### src/rtl/fftTwPkg.sv
package fftTwPkg;
  // widest exponent the strobe carries; covers transforms up to 2^16 points
  localparam int TW_EXP_W = 16;

  typedef struct packed {
    logic                sampleEn;
    logic [TW_EXP_W-1:0] twExp;
  } twStrobe_t;
endpackage

### src/rtl/fftTwRom.sv
module fftTwRom #(
  parameter int LOG2N = 6,
  parameter int TW    = 16
) (
  input  logic [LOG2N-1:0]     addr,
  output logic signed [TW-1:0] wRe,
  output logic signed [TW-1:0] wIm
);
  localparam int  N     = 1 << LOG2N;
  localparam real SCALE = (2.0 ** (TW - 1)) - 1.0;
  localparam real TWOPI = 6.283185307179586;

  logic signed [TW-1:0] tabRe [N];
  logic signed [TW-1:0] tabIm [N];

  for (genvar g = 0; g < N; g++) begin : gEntry
    localparam real ANG = TWOPI * real'(g) / real'(N);
    localparam int  CR  = $rtoi($floor(SCALE * $cos(ANG) + 0.5));
    localparam int  CI  = $rtoi($floor(-SCALE * $sin(ANG) + 0.5));
    assign tabRe[g] = TW'(CR);
    assign tabIm[g] = TW'(CI);
  end

  assign wRe = tabRe[addr];
  assign wIm = tabIm[addr];
endmodule

### src/rtl/fftTwCtrl.sv
module fftTwCtrl
  import fftTwPkg::*;
#(
  parameter int LOG2N = 6,
  parameter int LAT   = 3
) (
  input  logic             clk,
  input  logic             rstN,
  input  logic             inValid,
  output logic [LOG2N-1:0] bfMode,
  output twStrobe_t        strobe
);
  localparam int N      = 1 << LOG2N;
  localparam int EXPMAX = 3 * (N / 4 - 1);

  logic [LOG2N-1:0] cnt;
  logic [LOG2N-1:0] idx;
  logic [LOG2N-3:0] n3;
  logic [1:0]       kDig;
  logic [LOG2N-1:0] expo;

  always_ff @(posedge clk or negedge rstN) begin
    if (!rstN)        cnt <= '0;
    else if (inValid) cnt <= cnt + 1'b1;
  end

  // stage 0 (span N/2) follows the top bit, the last stage the bottom bit
  for (genvar s = 0; s < LOG2N; s++) begin : gMode
    assign bfMode[s] = cnt[LOG2N-1-s];
  end

  // index of the sample now at the multiplier, behind the front by LAT
  assign idx  = cnt - LOG2N'(LAT);
  assign n3   = idx[LOG2N-3:0];
  assign kDig = {idx[LOG2N-2], idx[LOG2N-1]};
  assign expo = LOG2N'(n3) * LOG2N'(kDig);

  assign strobe.sampleEn = inValid;
  assign strobe.twExp    = TW_EXP_W'(expo);

  AST_CNT_STEP: assert property (@(posedge clk) disable iff (!rstN)
    inValid |=> (cnt == $past(cnt) + 1'b1));
  AST_CNT_HOLD: assert property (@(posedge clk) disable iff (!rstN)
    !inValid |=> $stable(cnt));
  AST_EXP_RANGE: assert property (@(posedge clk) disable iff (!rstN)
    int'(strobe.twExp) <= EXPMAX);
endmodule

### src/rtl/fftTwPath.sv
module fftTwPath
  import fftTwPkg::*;
#(
  parameter int LOG2N = 6,
  parameter int DW    = 16,
  parameter int TW    = 16
) (
  input  logic                 clk,
  input  logic                 rstN,
  input  twStrobe_t            strobe,
  input  logic signed [DW-1:0] inRe,
  input  logic signed [DW-1:0] inIm,
  output logic                 outValid,
  output logic signed [DW-1:0] outRe,
  output logic signed [DW-1:0] outIm
);
  localparam int PW = DW + TW;
  localparam int SW = PW + 1;
  localparam int SH = TW - 1;
  localparam logic signed [SW-1:0] RND  = SW'(longint'(1) << (SH - 1));
  localparam logic signed [SW-1:0] MAXV = SW'((longint'(1) << (DW - 1)) - 1);
  localparam logic signed [SW-1:0] MINV = ~MAXV;

  logic signed [TW-1:0] wRe, wIm;
  logic                 unusedExpHi;

  assign unusedExpHi = ^strobe.twExp;

  fftTwRom #(.LOG2N(LOG2N), .TW(TW)) rom_i (
    .addr(strobe.twExp[LOG2N-1:0]),
    .wRe (wRe),
    .wIm (wIm)
  );

  logic signed [PW-1:0] pRR, pII, pRI, pIR;
  logic signed [SW-1:0] sumRe, sumIm, shRe, shIm;

  assign pRR = PW'(inRe) * PW'(wRe);
  assign pII = PW'(inIm) * PW'(wIm);
  assign pRI = PW'(inRe) * PW'(wIm);
  assign pIR = PW'(inIm) * PW'(wRe);

  assign sumRe = SW'(pRR) - SW'(pII) + RND;
  assign sumIm = SW'(pRI) + SW'(pIR) + RND;
  assign shRe  = sumRe >>> SH;
  assign shIm  = sumIm >>> SH;

  function automatic logic signed [DW-1:0] clampDw(input logic signed [SW-1:0] v);
    if (v > MAXV)      return MAXV[DW-1:0];
    else if (v < MINV) return MINV[DW-1:0];
    else               return v[DW-1:0];
  endfunction

  always_ff @(posedge clk or negedge rstN) begin
    if (!rstN) begin
      outValid <= 1'b0;
      outRe    <= '0;
      outIm    <= '0;
    end else begin
      outValid <= strobe.sampleEn;
      if (strobe.sampleEn) begin
        outRe <= clampDw(shRe);
        outIm <= clampDw(shIm);
      end
    end
  end

  AST_VALID_FOLLOW: assert property (@(posedge clk) disable iff (!rstN)
    strobe.sampleEn |=> outValid);
  AST_IDLE_HOLD: assert property (@(posedge clk) disable iff (!rstN)
    !strobe.sampleEn |=> (!outValid && $stable(outRe) && $stable(outIm)));
  AST_NO_OVERFLOW: assert property (@(posedge clk) disable iff (!rstN)
    (strobe.sampleEn && shRe > MAXV) |=> (outRe == MAXV[DW-1:0]));
endmodule

### src/rtl/fftTwiddleCtrl.sv
module fftTwiddleCtrl
  import fftTwPkg::*;
#(
  parameter int LOG2N = 6,
  parameter int DW    = 16,
  parameter int TW    = 16,
  parameter int LAT   = 3
) (
  input  logic                 clk,
  input  logic                 rstN,
  input  logic                 inValid,
  input  logic signed [DW-1:0] inRe,
  input  logic signed [DW-1:0] inIm,
  output logic                 outValid,
  output logic signed [DW-1:0] outRe,
  output logic signed [DW-1:0] outIm,
  output logic [LOG2N-1:0]     bfMode
);
  twStrobe_t strobe;

  fftTwCtrl #(.LOG2N(LOG2N), .LAT(LAT)) ctrl_i (
    .clk    (clk),
    .rstN   (rstN),
    .inValid(inValid),
    .bfMode (bfMode),
    .strobe (strobe)
  );

  fftTwPath #(.LOG2N(LOG2N), .DW(DW), .TW(TW)) path_i (
    .clk     (clk),
    .rstN    (rstN),
    .strobe  (strobe),
    .inRe    (inRe),
    .inIm    (inIm),
    .outValid(outValid),
    .outRe   (outRe),
    .outIm   (outIm)
  );
endmodule

### config.mk
export PLATFORM = sky130hd
export DESIGN_NAME = fftTwiddleCtrl
export DESIGN_NICKNAME = d
export VERILOG_FILES = /design/src/rtl/fftTwPkg.sv /design/src/rtl/fftTwRom.sv /design/src/rtl/fftTwCtrl.sv /design/src/rtl/fftTwPath.sv /design/src/rtl/fftTwiddleCtrl.sv
export SDC_FILE = /design/constraint.sdc
export NUM_CORES = 2
export LEC_CHECK = 0
export BUFFER_PORTS_ARGS = -buffer_cell sky130_fd_sc_hd__buf_2
export CAP_MARGIN = 20
export CORE_MARGIN = 2
export CORE_UTILIZATION = 33
export CTS_CLUSTER_SIZE = 24
export DETAILED_ROUTE_END_ITERATION = 16
export PLACE_DENSITY_LB_ADDON = 0.08
export SLEW_MARGIN = 5
export SYNTH_ARGS = -nofsm -noshare
export SYNTH_HDL_FRONTEND = slang
export SYNTH_HIERARCHICAL = 1
export SYNTH_SLANG_ARGS = --single-unit
### constraint.sdc
create_clock -name clk -period 11.56 [get_ports clk]
set_input_delay 1.156 -clock clk [delete_from_list [all_inputs] [get_ports clk]]
set_output_delay 1.156 -clock clk [all_outputs]
set_load 0.01 [all_outputs]
# ---- Word-level counts from Yosys, hierarchy flattened
# Memory sizes are Yosys's and may differ from the RTL's.
# Cells that the tools add are included.
# Widths: inputs -> output; s select.
dict set report word_totals {
  ff_bits 39
  rom_bits 2048
  n_memories 2
  inputBits 35
  elab_cells 31
}
dict set report classes {
  muxes 8
  add_sub_neg 6
  multipliers 5
  magnitude_cmp 5
  bitwise 1
}
# name depth word_bits rd rd_ports_with_merged_regs wr line_no
set mem_list {}
lappend mem_list {{(no name shown)} 64 16 1 0 0 fftTwRom.sv:25} ;# assign wIm = tabIm[addr];
lappend mem_list {{(no name shown)} 64 16 1 0 0 fftTwRom.sv:24} ;# assign wRe = tabRe[addr];
# cell n
set ops {}
lappend ops {{$mul 16x16->32} 4}
lappend ops {{$mux 16} 8}
lappend ops {{$add 33x16->33 const B} 2}
lappend ops {{$gt 18x16->1 const B} 2}
lappend ops {{$lt 18x16->1 const B} 2}
lappend ops {{$add 32x32->33} 1}
lappend ops {{$sub 32x32->33} 1}
lappend ops {{$ge 7x7->1 const B} 1}
lappend ops {{$not 6->7} 1}
lappend ops {{$add 6x1->6 const B} 1}
lappend ops {{$mul 4x2->6} 1}
lappend ops {{$sub 6x2->6 const B} 1}

# ---- Logic depth before layout (Yosys ltp)
dict set report logic_depth {
  ltp_word 12
  mapped_depth 46
}

# ---- Hierarchy
# The synthesis kept the hierarchy.
# mod instances cells_per_inst seq_area_each_um2 area_each_um2
set modules_own_cells {}
lappend modules_own_cells {fftTwPath 1 4429 825.8 41653.7}
lappend modules_own_cells {fftTwRom 1 322 0.0 2119.5}
lappend modules_own_cells {fftTwCtrl 1 64 150.1 604.3}

# ---- Worst setup path before layout
# Ideal clock, no wire load.
dict set report synth_path {
  path_kind {register -> register}
  from {reg ctrl_i.cnt[1]}
  to {reg path_i.outRe[0]}
  required_time_ps 11440
  path_slack_ps 1084
  path_buffers 4
  stages_incl_launch_ff 39
  t_arrival_ps 10356
  period_less_slack_ps 10476
  cell_sequence {dfrtp_1 -> ha_1 -> buf_2 -> nor3_1 -> xnor2_1 -> nor2_1 -> ha_1 -> clkbuf_1 -> inv_1 -> ha_1 -> clkbuf_8 -> mux4_1 -> nand2_1 -> o21ai_0 -> a21oi_1 -> clkbuf_1 -> nand2_1 -> fa_1 -> [3 not listed] -> fa_1 -> fa_1 -> fa_1 -> fa_1 -> fa_1 -> inv_1 -> fa_1 -> inv_1 -> ha_1 -> o211ai_2 -> nor2_1 -> a221o_1 -> o2111a_1 -> o31a_1 -> o31ai_2 -> nand3_2 -> nand2_4 -> o2bb2ai_2}
}
# item line_no
set synth_rtl {}
lappend synth_rtl {{start: declaration} fftTwCtrl.sv:16} ;# logic [LOG2N-1:0] cnt;
lappend synth_rtl {{start signal: assignment} fftTwCtrl.sv:24} ;# else if (inValid) cnt <= cnt + 1'b1;
lappend synth_rtl {{end signal: assignment} fftTwPath.sv:62} ;# outRe <= clampDw(shRe);
lappend synth_rtl {{end: declaration} fftTwPath.sv:14} ;# output logic signed [DW-1:0] outRe,

==> results.yml <==
cts:
  clk_path_buf_depth: 2
  cts_tree: "done"
  cts.reportedPaths.clkPinSlew_ps: 70
  cts_made_buffers: 5
  cts.htree.levels: 2
  cts.sinks: 39
  postCtsHoldBufs: 0
  clk_latency_ps: 320
  cts_root_buffer: "clkbuf_16"
timing:
  setup_tns_ps: 0
  rsz0062_at_grt: "no"
  fmax_mhz: 91.4
  final-setup-viol-count: 0
  period_share: 0.946
  slew_headroom: 0.262
  drv_slew: 0
  hold_viol: 0
  skew_ps: 5.58
  worstMarginPinSlew_ps: 1110
  period_minus_slack_ps: 10940
synthesis:
  syn_nets: 6328
  yosysWarnings: 6
  netlist_area_mm2: 0.0443
  avgSynthCellArea_um2: 9.22
  netlist_instances: 4804
grt:
  grt_start_max_net_pins: 66
  grt_pass1_wl_um: 202000
  grt_antenna_before_repair: 5
  first_global_vias: 33900
  grtUsageTotal: 0.192
  gr-total-overflow: 0
run:
  maxCapViolations: 0
routing:
  drc: 0
  drtIter0Drc: 1152
  routed_wl_um: 124000
  wl_per_cell_um: 18.8
  vias_per_cell: 4.61
  antenna_left: 0
  vias: 30400
  first_pass_iters: 5
critical_path:
  max_stage_delay_ps: 540
  path_class: "reg2reg"
  cp_max_fo: 23
  slowest_stage: "fa_1"
  worst_ep_required_time_ps: 11770
  arrival_ps: 11150
  critPathLaunchType: "flip-flop"
  cp-end-kind: "flip-flop"
  cp_common_cell: "fa_1"
floorplan:
  initial_core_util: 0.332
  dieArea_mm2: 0.137
  ios: 74
  fp.coreArea_mm2: 0.133
  die_x_um: 370
  die_y_um: 370
  rows: 134
final_layout:
  nets: 6364
  area_growth_pct: 8.91
  multi_input_area_mm2: 0.0377
  layout_commonest_cell: "inv_1"
  mostFrequentLayoutCells: "1304 x inv_1, 1172 x fa_1, 523 x and2_1"
  ff_latch_area_um2: 976
  layout-drive-gt1-share: 0.0777
  fill_cells: 14000
placement:
  io_buffers: 73
  globalplace.congestion: 0.813
  dp_hpwl_um: 102000
run_status:
  status: "complete, no violations"
hold_path:
  hold_path_class: "reg2reg"
-- critical path: cells and delay by family (launching register included) --
family | cells | cell delay, ps
AO/OA/AOI/OAI | 9 | 2110
XOR/XNOR | 2 | 340
adder cells (fa/ha/maj) | 12 | 5120
buffers and inverters | 9 | 1270
flip-flops | 1 | 470
multiplexers | 1 | 420
AND/OR/NAND/NOR | 6 | 1030
-- timing repair --
item / 4_1_cts / 5_1_grt
endpoints found under the setup margin: 0 / 30
buffers inserted: 0 / 11
gates resized for setup: 0 / 10
hold endpoints to repair: 0 / 0
-- worst paths after layout --
path	cells past startpoint	slack, ps	from	end
max in group asynchronous	2	10170	rstN	path_i/outRe[10]
min in group asynchronous	2	920	rstN	path_i/outIm[14]
worst min-delay path	1	490	path_i/outRe[4]	path_i/outRe[4]
worst max register to register	39	620	ctrl_i/cnt[1]	path_i/outRe[4]
worst max-delay path	39	620	ctrl_i/cnt[1]	path_i/outRe[4]
worst min register to register	1	490	path_i/outRe[4]	path_i/outRe[4]
-- layout make-up --
cell class / count / share of cell area
Multi-Input combinational cell: 3213 / 0.781
Clock inverter: 3 / 0.000908
Antenna cell: 1 / 0.0000519
Clock buffer: 5 / 0.00259
Sequential cell: 39 / 0.0202
Timing Repair Buffer: 274 / 0.0479
Inverter: 1307 / 0.102
Tap cell: 1768 / 0.0458
-- sequential cells by signal, summed over array words and instances, names as in the netlist --
name,flops
path_i/outValid,1
path_i/outRe,16
path_i/outIm,16
ctrl_i/cnt,6
-- per-layer routing --
metal	part of all wire	vias to the layer above	GRT usage
met2	0.51	269	0.337
met4	0.014	2	0.0287
li1	-	13900	-
met3	0.014	55	0.00464
met5	0.000073	-	0
met1	0.46	16200	0.269
-- through the flow --
stage          hold slack [ps]  instance area, um2   util  setup slack (ps)  cells
3_5_place_dp               469               47900  0.359               374   6590
3_3_place_gp               474               47900  0.359               438   6590
5_1_grt                    508               48200  0.362              6.59   6609
6_report                   490               48200  0.362               623   6610
4_1_cts                    492               48100  0.361               348   6598
2_1_floorplan              521               44300      -              1080   4804
Power is not shown: default switching activity piles up to over one toggle a cycle in this logic, so the estimate is an artifact.
